--- config.mk ---
export PLATFORM = sky130hd
export DESIGN_NAME = radio_data_port
export DESIGN_NICKNAME = d
export VERILOG_FILES = /design/src/rtl/radio_port_pkg.sv /design/src/rtl/bit_clock_ctrl.sv /design/src/rtl/bit_data_path.sv /design/src/rtl/radio_data_port.sv
export SDC_FILE = /design/constraint.sdc
export NUM_CORES = 1
export LEC_CHECK = 0
export CAP_MARGIN = 20
export CORE_UTILIZATION = 60
export CTS_CLUSTER_SIZE = 25
export DETAILED_ROUTE_END_ITERATION = 12
export DONT_BUFFER_PORTS = 1
export PLACE_DENSITY = 0.76
export SLEW_MARGIN = 15
export SYNTH_ARGS = -nofsm -noshare
export SYNTH_HDL_FRONTEND = slang
export SYNTH_SLANG_ARGS = --single-unit
--- constraint.sdc ---
create_clock -name clk -period 4.9 [get_ports clk]
set_input_delay 0.245 -clock clk [delete_from_list [all_inputs] [get_ports clk]]
set_output_delay 0.245 -clock clk [all_outputs]
set_load 0.05 [all_outputs]
--- src/rtl/radio_port_pkg.sv ---
package radio_port_pkg;
  typedef struct packed {
    logic launch;  // rising data-clock edge happens at this clk edge
    logic txSide;  // direction: 1 = transmit
    logic active;  // synchronous operation enabled
  } portCtl_t;
endpackage

--- src/rtl/bit_clock_ctrl.sv ---
module bit_clock_ctrl
  import radio_port_pkg::*;
#(
  parameter int KW   = 6,
  parameter int SW   = 3,
  parameter int MAXS = 6
) (
  input  logic          clk,
  input  logic          rstN,
  input  logic          syncEn,
  input  logic          txMode,
  input  logic [KW-1:0] divK,
  input  logic [SW-1:0] prescaleSel,
  output logic          dataClk,
  output portCtl_t      ctl
);
  localparam int HW = KW + MAXS;

  logic [HW-1:0] halfNew, halfLat, cnt;
  logic [KW-1:0] kEff;
  logic [SW-1:0] sEff;
  logic          phaseEnd;

  always_comb begin
    kEff = (divK == '0) ? KW'(1) : divK;
    sEff = (prescaleSel > SW'(MAXS)) ? SW'(MAXS) : prescaleSel;
    halfNew = HW'(kEff) << (SW'(MAXS) - sEff);
  end

  assign phaseEnd = (cnt == halfLat - HW'(1));

  always_ff @(posedge clk) begin
    if (!rstN || !syncEn) begin
      cnt     <= '0;
      dataClk <= 1'b0;
      halfLat <= halfNew;
    end else if (phaseEnd) begin
      cnt     <= '0;
      dataClk <= ~dataClk;
      if (!dataClk) halfLat <= halfNew;  // new period starts at the rise
    end else begin
      cnt <= cnt + HW'(1);
    end
  end

  always_comb begin
    ctl.active = syncEn;
    ctl.txSide = txMode;
    ctl.launch = rstN && syncEn && phaseEnd && !dataClk;
  end
endmodule

--- src/rtl/bit_data_path.sv ---
module bit_data_path
  import radio_port_pkg::*;
(
  input  logic     clk,
  input  logic     rstN,
  input  portCtl_t ctl,
  input  logic     dataIn,
  input  logic     rxBit,
  output logic     txBit,
  output logic     txStrobe,
  output logic     dataOut,
  output logic     dataOe,
  output logic     rxReq
);
  logic txHeld;

  always_ff @(posedge clk) begin
    if (!rstN) begin
      txHeld   <= 1'b0;
      dataOut  <= 1'b0;
      txStrobe <= 1'b0;
      rxReq    <= 1'b0;
    end else begin
      txStrobe <= ctl.launch && ctl.txSide;
      rxReq    <= ctl.launch && !ctl.txSide;
      if (ctl.launch && ctl.txSide)  txHeld  <= dataIn;
      if (ctl.launch && !ctl.txSide) dataOut <= rxBit;
    end
  end

  assign txBit  = ctl.active ? txHeld : dataIn;
  assign dataOe = ctl.active && !ctl.txSide;
endmodule

--- src/rtl/radio_data_port.sv ---
module radio_data_port
  import radio_port_pkg::*;
(
  input  logic       clk,
  input  logic       rstN,
  input  logic       syncEn,
  input  logic       txMode,
  input  logic [5:0] divK,
  input  logic [2:0] prescaleSel,
  input  logic       dataIn,
  input  logic       rxBit,
  output logic       dataOut,
  output logic       dataOe,
  output logic       dataClk,
  output logic       dataClkOe,
  output logic       txBit,
  output logic       txStrobe,
  output logic       rxReq
);
  portCtl_t ctl;

  bit_clock_ctrl #(.KW(6), .SW(3), .MAXS(6)) uClk (
    .clk(clk), .rstN(rstN), .syncEn(syncEn), .txMode(txMode),
    .divK(divK), .prescaleSel(prescaleSel), .dataClk(dataClk), .ctl(ctl)
  );

  bit_data_path uPath (
    .clk(clk), .rstN(rstN), .ctl(ctl), .dataIn(dataIn), .rxBit(rxBit),
    .txBit(txBit), .txStrobe(txStrobe), .dataOut(dataOut),
    .dataOe(dataOe), .rxReq(rxReq)
  );

  assign dataClkOe = syncEn;
endmodule

==> flow_summary.yaml, run 1 <==
flow_run:
  drv_cap: 0
logic_synthesis:
  synthTopCellsByArea: "edfxtp_1 19%, dfxtp_1 18%, xor2_1 6.4%"
  synth.distinct_cells: 49
  synthesis.area_um2: 1914
  yosysSeqAreaShare: 0.3660
  yosysTopAreaCellShare: 0.1882
  ys_ff_latch: 29
  netlist_instances: 211
  syn_avg_cell_area_um2: 9.073
  syn_nets: 229
  ys.flop_type: "dfxtp_1"
  synth_edf_count: 12
  synth_warnings: 0
  synth_top_area_cell: "edfxtp_1"
  async_flop_share: 0
cts:
  clock_latency_ns: 0.32
  cts_buffer_depth: 2
  clk_pin_slew_worst_paths_ns: 0.09
  cts_root_buf: "clkbuf_4"
  cts_resized: 0
  cts_sinks: 29
  post_cts_buffers: 0
  cts_tree: "yes"
  hold_buffers: 0
  htree_levels: 2
  cts_inserted_buffers: 5
global_routing:
  grt_pass1_vias: 1331
  grt_pass1_wl_mm: 5.975
  overflow: 0
  grt_max_degree: 13
  track_usage: 0.2356
  antenna_found_initial: 0
min_path:
  whs_endpoint: "uPath.txHeld"
  holdCritStartpoint: "rstN"
  hold_class: "in2reg"
  hold-path-cell-count: 2
sta:
  setup_tns_ns: 0
  finClkSkew_ns: 0.003025
  period_share: 0.6930
  whs_ns: 0.06350
  period_needed_ns: 3.396
  worst_slew_pin_slew_ns: 0.9225
  max_clock_freq_ghz: 0.2945
  setup_viol: 0
  drv_slew: 0
  slew_headroom: 0.3837
  hold_viol: 0
  rsz0062_at_grt: "false"
die:
  start_util: 0.6322
  fp.dieW_um: 58.49
  fp.dieH_um: 58.49
  coreArea_um2: 3028
  die_area_um2: 3421
  io_pins: 22
  rows: 20
placed_design:
  portBuffers: 0
  gp_congestion: 0.9582
  hpwl_mm: 2.783
routing:
  vias: 1507
  drtIter0Drc: 75
  drc: 0
  vias_per_cell: 5.933
  ant_nets: 0
  first_pass_iters: 4
  wl_per_cell_um: 14.47
  routed_wl_mm: 3.676
worst_setup_path:
  r2r_cells: 8
  reg2reg_slack_ns: 1.50
  start_kind: "flip-flop"
  rr_endpoint: "uClk.halfLat[3]"
  cp_max_fo: 12
  arrival_ns: 3.36
  cp-end-kind: "flip-flop"
  r2r_start: "uClk.halfLat[0]"
  cp_data_required_time_ns: 4.87
  worstSetupPathType: "reg2reg"
finish:
  diodes: 0
  post_route_cells_drive_above_1_share: 0.1190
  areaGrowthSynthToFinish_pct: 2.811
  fin_nets: 227
  fin_util: 0.6500
  final.fill_count: 258
outcome:
  status: "finished clean"
pwr:
  total_leakage_power_nw: 0.7075
  max-vdd-ir-drop_mv: 0.1891
  powerDensity_nw_per_um2: 284.7
-- cells in the mapped netlist (5+ instances only) --
cell,instances
dfxtp_1,17
edfxtp_1,12
inv_1,6
mux2i_1,11
nand2_1,18
nand3_1,10
nand4_1,5
nor2_1,17
nor2_2,10
nor3_1,7
nor4_1,7
o21ai_0,6
xnor2_1,13
xor2_1,14
-- power breakdown --
part           leakage, nW  internal (W)  switching, W
sequential           0.267      0.000269     0.0000237
clock               0.0320     0.0000545     0.0000800
combinational        0.409     0.0000552     0.0000777
-- layout by cell type, fill, tap and decap left out, types with 2 or more instances in the layout --
cell type	count
a21boi_0	2
or3_1	2
or4_1	3
dfxtp_1	17
inv_1	6
nand2_1	18
a21oi_1	3
nor3_1	7
edfxtp_1	12
nor4_1	7
and2_1	3
or2_2	2
nor2b_1	2
xor2_1	14
nand3b_1	2
clkinv_2	2
o31ai_1	2
nand4_1	5
clkbuf_4	5
a31oi_1	2
nand3_1	10
xnor2_1	13
nor2_1	17
a32o_1	2
mux2i_1	11
and3_1	2
ha_1	3
o21ai_0	6
nor2_2	10
-- metrics by stage --
stage	area, µm²	power, W	setup WS (ns)	instances
5_1_grt	1968	0.0005918	1.282	254
6_report	1968	0.0005604	1.504	254
3_3_place_gp	1917	0.0004249	1.704	246
3_5_place_dp	1917	0.0004278	1.553	246
2_1_floorplan	1914	0.0004073	1.900	211
4_1_cts	1968	0.0005644	1.522	254
-- flip-flops by register name (all words and copies together), names as in the netlist --
signal / count
uClk.cnt: 12
uClk.halfLat: 12
uClk.dataClk: 1
uPath.dataOut: 1
uPath.rxReq: 1
uPath.txHeld: 1
uPath.txStrobe: 1
-- routing by layer --
layer	track usage	vias up	part of all wire
li1	-	753	-
met5	0	-	0
met3	0.05934	6	0.050
met4	0.09524	0	0.017
met1	0.2941	705	0.46
met2	0.3908	43	0.48
-- cell type report --
cell class	instances	area (µm²)	share of cell area
multi-input combinational	166	1131	0.5747
sequential	29	700.7	0.3560
tap	44	55.05	0.02797
clock buffer	6	41.29	0.02098
inverter	6	22.52	0.01144
clock inverter	2	10.01	0.005086
timing repair buffer	1	7.507	0.003814
-- worst max path at each step --
stage,start,end,slack [ns],depth (start not counted)
after detailed placement,uClk.halfLat[0],uClk.halfLat[1],1.55,8
after global routing,uClk.halfLat[0],uClk.halfLat[3],1.28,8
after floorplan,uClk.halfLat[0],uClk.halfLat[0],1.90,9
after global placement,uClk.halfLat[0],uClk.halfLat[0],1.70,8
final,uClk.halfLat[0],uClk.halfLat[3],1.50,8
after CTS,uClk.halfLat[0],uClk.halfLat[8],1.52,8
-- kinds of logic after synthesis --
| family | Yosys count | synth area share |
|---|---|---|
| compound gates | 28 | 0.1105 |
| xor+xnor | 27 | 0.1235 |
| fa+ha+maj | 3 | 0.01961 |
| buf+inv | 16 | 0.04313 |
| flops | 29 | 0.3660 |
| mux | 11 | 0.05752 |
| simple gates | 97 | 0.2797 |
-- critical path, cell delays in order, from the launching register on --
cell and delay [ns]:
edfxtp_1 0.46, inv_1 0.09, ha_1 0.30, or4b_4 0.55, nor4_1 0.27, xnor2_1 0.22, o2111ai_1 0.21, or4_1 0.48
nand3_1 0.45
Note: power is estimated with default switching activity, not from simulation.
==> run 2: changes to the inputs <==
--- a/config.mk
+++ b/config.mk
@@ -6,11 +6,11 @@
 export NUM_CORES = 1
 export LEC_CHECK = 0
 export CAP_MARGIN = 20
-export CORE_UTILIZATION = 60
+export CORE_UTILIZATION = 57
 export CTS_CLUSTER_SIZE = 25
 export DETAILED_ROUTE_END_ITERATION = 12
 export DONT_BUFFER_PORTS = 1
-export PLACE_DENSITY = 0.76
+export PLACE_DENSITY = 0.75
 export SLEW_MARGIN = 15
 export SYNTH_ARGS = -nofsm -noshare
 export SYNTH_HDL_FRONTEND = slang
==> constraint.sdc (replaced) <==
create_clock -name clk -period 2.9 [get_ports clk]
set_input_delay 0.145 -clock clk [delete_from_list [all_inputs] [get_ports clk]]
set_output_delay 0.145 -clock clk [all_outputs]
set_load 0.05 [all_outputs]
==> run 2 against run 1 <==
  * Core utilization increased by 3.5 points
  * Combinational power grew 110%
  * Flip-flop and latch count did not move
  * Critical path depth unchanged
  * Power is 77% higher
  * Cell area is 8.9% higher
  * Register-to-register slack lost 1.4 ns
  * Via count rose by 10%
  * Fmax rose by 23%
  * Sequential power increased by 64%
  * Cell count up 7.1%
  * Clock power increased by 72%
  * Critical path type unchanged
  * Largest power group unchanged
  * Highest routed layer unchanged
==> flow_summary.yaml, run 2 (same netlist as run 1, synthesis figures left out) <==
min_path:
  hold_class: "in2reg"
sta:
  max_clock_freq_ghz: 0.3618
  whs_ns: 0.02329
  period_needed_ns: 2.764
  slew_headroom: 0.3434
  period_share: 0.9532
  setup_tns_ns: 0
  drv_slew: 0
  hold_viol: 0
  worst_slew_pin_slew_ns: 0.9783
  finClkSkew_ns: 0.006860
  setup_viol: 0
routing:
  wl_per_cell_um: 15.32
  drtIter0Drc: 117
  ant_nets: 0
  first_pass_iters: 4
  drc: 0
  routed_wl_mm: 4.168
  vias_per_cell: 6.092
  vias: 1657
worst_setup_path:
  cp-end-kind: "flip-flop"
  arrival_ns: 2.79
  cp_max_fo: 12
  start_kind: "flip-flop"
  worstSetupPathType: "reg2reg"
  cp_data_required_time_ns: 2.92
flow_run:
  drv_cap: 0
global_routing:
  grt_max_degree: 13
  antenna_found_initial: 0
  grt_pass1_wl_mm: 6.962
  track_usage: 0.2672
  overflow: 0
  grt_pass1_vias: 1592
finish:
  mostFrequentLayoutCells: "18 x nand2_1, 17 x nor2_1, 17 x dfxtp_1"
  post_route_cells_drive_above_1_share: 0.1842
  instances_no_fill: 272
  final.fill_count: 246
  top_regs: "uClk.cnt (12), uClk.halfLat (12)"
  final_cell_area_um2: 2143
  fin_nets: 245
  areaGrowthSynthToFinish_pct: 11.96
  final_common_cell: "nand2_1"
  diodes: 0
placed_design:
  hpwl_mm: 3.232
  portBuffers: 0
  placed_cells: 258
  placed_area_um2: 2012
  gp_congestion: 0.8929
die:
  coreArea_um2: 3128
  fp.dieH_um: 59.95
  fp.dieW_um: 59.95
  io_pins: 22
  rows: 20
  start_util: 0.6120
  die_area_um2: 3594
pwr:
  max-vdd-ir-drop_mv: 0.2398
  powerDensity_nw_per_um2: 463.1
  total_leakage_power_nw: 0.7980
cts:
  clk_pin_slew_worst_paths_ns: 0.09
  cts_tree: "yes"
  cts_inserted_buffers: 5
  cts_sinks: 29
  clock_latency_ns: 0.32
  cts_buffer_depth: 2
  cts_root_buf: "clkbuf_4"
  htree_levels: 2
outcome:
  status: "finished clean"
run 2: cell count changes in the layout (fill, tap and decap cells not counted), sizes merged:
cell / before / now
dlygate4sd3: 0 / 5
buf: 1 / 14
run 2: per-stage QoR:
| stage | util | setup WS [ns] | power, W |
|---|---|---|---|
| 2_1_floorplan | - | 0.04316 | 0.0006883 |
| 6_report | 0.6852 | 0.1358 | 0.0009925 |
| 3_3_place_gp | 0.6432 | 0.06137 | 0.0007457 |
| 3_5_place_dp | 0.6432 | 0.04471 | 0.0007564 |
| 5_1_grt | 0.6852 | -0.003451 | 0.001042 |
| 4_1_cts | 0.6756 | 0.02666 | 0.0009879 |
run 2: path summary, 6_finish.rpt:
path              startpoint               to  slack, ns  cells after the start
min                     rstN     uClk.dataClk       0.02                      2
min reg2reg     uPath.txHeld     uPath.txHeld       0.50                      2
max reg2reg  uClk.halfLat[1]  uClk.halfLat[4]       0.14                      8
max          uClk.halfLat[1]  uClk.halfLat[4]       0.14                      8
run 2: critical path, stage by stage (launching register included):
cell      delay, ns
edfxtp_1       0.43
inv_1          0.08
ha_1           0.17
or4b_4         0.52
nor3_4         0.20
mux2i_1        0.26
nor4_1         0.12
or4_4          0.52
nand3_4        0.16
run 2: routing by layer:
layer	vias up	track usage	wire (µm)
met5	-	0	0
met4	0	0.09302	78
met3	12	0.07143	170
met2	47	0.4746	2158
met1	801	0.3070	1760
li1	797	-	-
run 2: area by class of cell:
type | count | area (µm²) | area share
multi-input combinational | 166 | 1159 | 0.5406
sequential | 29 | 700.7 | 0.3269
timing repair buffer | 19 | 155.1 | 0.07239
tap | 44 | 55.05 | 0.02569
clock buffer | 6 | 41.29 | 0.01926
inverter | 6 | 22.52 | 0.01051
clock inverter | 2 | 10.01 | 0.004670
run 2: timing repair:
action | 4_1_cts | 5_1_grt
setup endpoints to repair | 0 | 12
buffers inserted | 0 | 1
hold endpoints to repair | 3 | 0
hold buffers | 5 | 0
gates resized for setup | 0 | 5
run 2: report_power, final:
part / switching [W] / internal, W / leakage, nW
sequential: 0.0000251 / 0.000455 / 0.267
clock: 0.000139 / 0.0000921 / 0.0320
combinational: 0.000157 / 0.000124 / 0.499
==> run 3: changes to the inputs <==
--- a/config.mk
+++ b/config.mk
@@ -11,6 +11,7 @@
 export DETAILED_ROUTE_END_ITERATION = 12
 export DONT_BUFFER_PORTS = 1
 export PLACE_DENSITY = 0.75
+export RECOVER_POWER = 100
 export SLEW_MARGIN = 15
 export SYNTH_ARGS = -nofsm -noshare
 export SYNTH_HDL_FRONTEND = slang
==> run 3 against run 2 <==
  * The run now ends with max-capacitance violations, max-slew violations left
  * Cell area down 0.70%
  * Routed wire length fell by 0.55%
  * Count of clock-buffer cells in the layout unchanged
  * Combinational power shrank 1%
  * Via count decreased by 0.54%
  * Power decreased by 0.26%
  * Worst hold slack got worse by 0.00092 ns
  * Clock skew rose by 0.0028 ns
  * Critical endpoint is now uClk.cnt[11]
  * Largest power group unchanged
==> flow_summary.yaml, run 3 (same netlist as run 1, synthesis figures left out) <==
outcome:
  status: "complete, but fails checks"
  violations: "max-capacitance violations, max-slew violations"
global_routing:
  grt_use_met2: 0.4746
  grt_pass1_vias: 1592
  busiest_layer: "met2"
  antenna_found_initial: 0
  grt_max_degree: 13
  overflow: 0
  grt_pass1_wl_mm: 6.962
  use_met1: 0.3070
  track_usage: 0.2672
  use_met3: 0.07143
routing:
  first_pass_iters: 4
  vias: 1648
  vias_per_cell: 6.059
  routed_wl_mm: 4.145
  wl_per_cell_um: 15.24
  ant_nets: 0
  drtIter0Drc: 104
  drc: 0
pwr:
  total_leakage_power_nw: 0.7927
  powerDensity_nw_per_um2: 465.1
  max-vdd-ir-drop_mv: 0.2388
sta:
  hold_viol: 0
  period_needed_ns: 2.768
  max_clock_freq_ghz: 0.3613
  setup_tns_ns: 0
  drv_slew: 1
  setup_ws_ns: 0.1322
  finClkSkew_ns: 0.009675
  period_share: 0.9544
  setup_viol: 0
  worst_slew_pin_slew_ns: 1.508
  slew_headroom: -0.01615
cts:
  cts_buffer_depth: 2
  cts_tree: "yes"
  htree_levels: 2
  cts_root_buf: "clkbuf_4"
  clk_pin_slew_worst_paths_ns: 0.10
  clock_latency_ns: 0.33
  cts_sinks: 29
  cts_inserted_buffers: 5
finish:
  mostFrequentLayoutCells: "20 x nor2_1, 18 x nand2_1, 17 x dfxtp_1"
  diodes: 0
  areaGrowthSynthToFinish_pct: 11.18
  fin_nets: 245
  top_regs: "uClk.cnt (12), uClk.halfLat (12)"
  instances_no_fill: 272
  final_cell_area_um2: 2128
  post_route_cells_drive_above_1_share: 0.1623
  final_common_cell: "nor2_1"
worst_setup_path:
  cp-end-kind: "flip-flop"
  rr_endpoint: "uClk.cnt[11]"
  start_kind: "flip-flop"
  cp_data_required_time_ns: 3.17
  arrival_ns: 3.04
  cp_max_fo: 12
  r2r_start: "uClk.halfLat[1]"
  reg2reg_slack_ns: 0.13
  crit_end: "uClk.cnt[11]"
  crit_start: "uClk.halfLat[1]"
  r2r_cells: 9
  worstSetupPathType: "reg2reg"
placed_design:
  placed_cells: 258
  gp_congestion: 0.8929
  placed_area_um2: 2012
  portBuffers: 0
  pre_cts_ws_ns: 0.04471
  hpwl_mm: 3.232
flow_run:
  drv_cap: 1
die:
  io_pins: 22
  fp.dieH_um: 59.95
  coreArea_um2: 3128
  fp.dieW_um: 59.95
  die_area_um2: 3594
  rows: 20
  start_util: 0.6120
min_path:
  hold_class: "in2reg"
  hold-path-cell-count: 2
  holdCritStartpoint: "rstN"
[run 3: stage by stage]
step                       power, W  hold WS [ns]    util
after floorplan           0.0006883        0.2871       -
after global placement    0.0007457        0.2905  0.6432
after detailed placement  0.0007564        0.2905  0.6432
after CTS                 0.0009879      0.001249  0.6756
after global routing       0.001039      0.009767  0.6804
final                     0.0009898       0.02237  0.6804
[run 3: per-layer routing]
metal | vias up | share of wire
met5 | - | 0
met4 | 0 | 0.018
met3 | 10 | 0.042
met2 | 45 | 0.52
met1 | 793 | 0.42
li1 | 800 | -
[run 3: area by class of cell]
cell class                      count  area, µm²
Timing Repair Buffer               19      151.4
Sequential cell                    29      700.7
Multi-Input combinational cell    166       1147
Inverter                            6      22.52
Fill cell                         250      999.7
Clock buffer                        6      41.29
Tap cell                           44      55.05
Clock inverter                      2      10.01
[run 3: how the worst min path moves through the flow]
stage / end / slack [ns]
after global routing: uClk.dataClk / 0.01
after CTS: uClk.dataClk / 0.001
after floorplan: uPath.dataOut / 0.29
after global placement: dataClkOe / 0.29
final: uClk.dataClk / 0.02
after detailed placement: dataClkOe / 0.29
[run 3: worst max-delay path: stages, from the launching register on]
cell and delay [ns]:
edfxtp_1 0.43, inv_1 0.08, ha_1 0.17, or4b_4 0.52, nor3_4 0.20, mux2i_1 0.12
buf_4 0.14, or4_1 0.59, a31o_4 0.33, nor2_2 0.12
[run 3: power breakdown]
part           internal, W  total (W)  switching [W]
Clock            0.0000922   0.000232       0.000140
Sequential        0.000455   0.000480      0.0000251
Combinational     0.000121   0.000278       0.000157
[run 3: what timing repair did]
item	in CTS	in global routing
resized for setup	0	5
endpoints found under the setup margin	0	12
hold buffers	5	0
hold endpoints to repair	3	0
buffers inserted	0	1
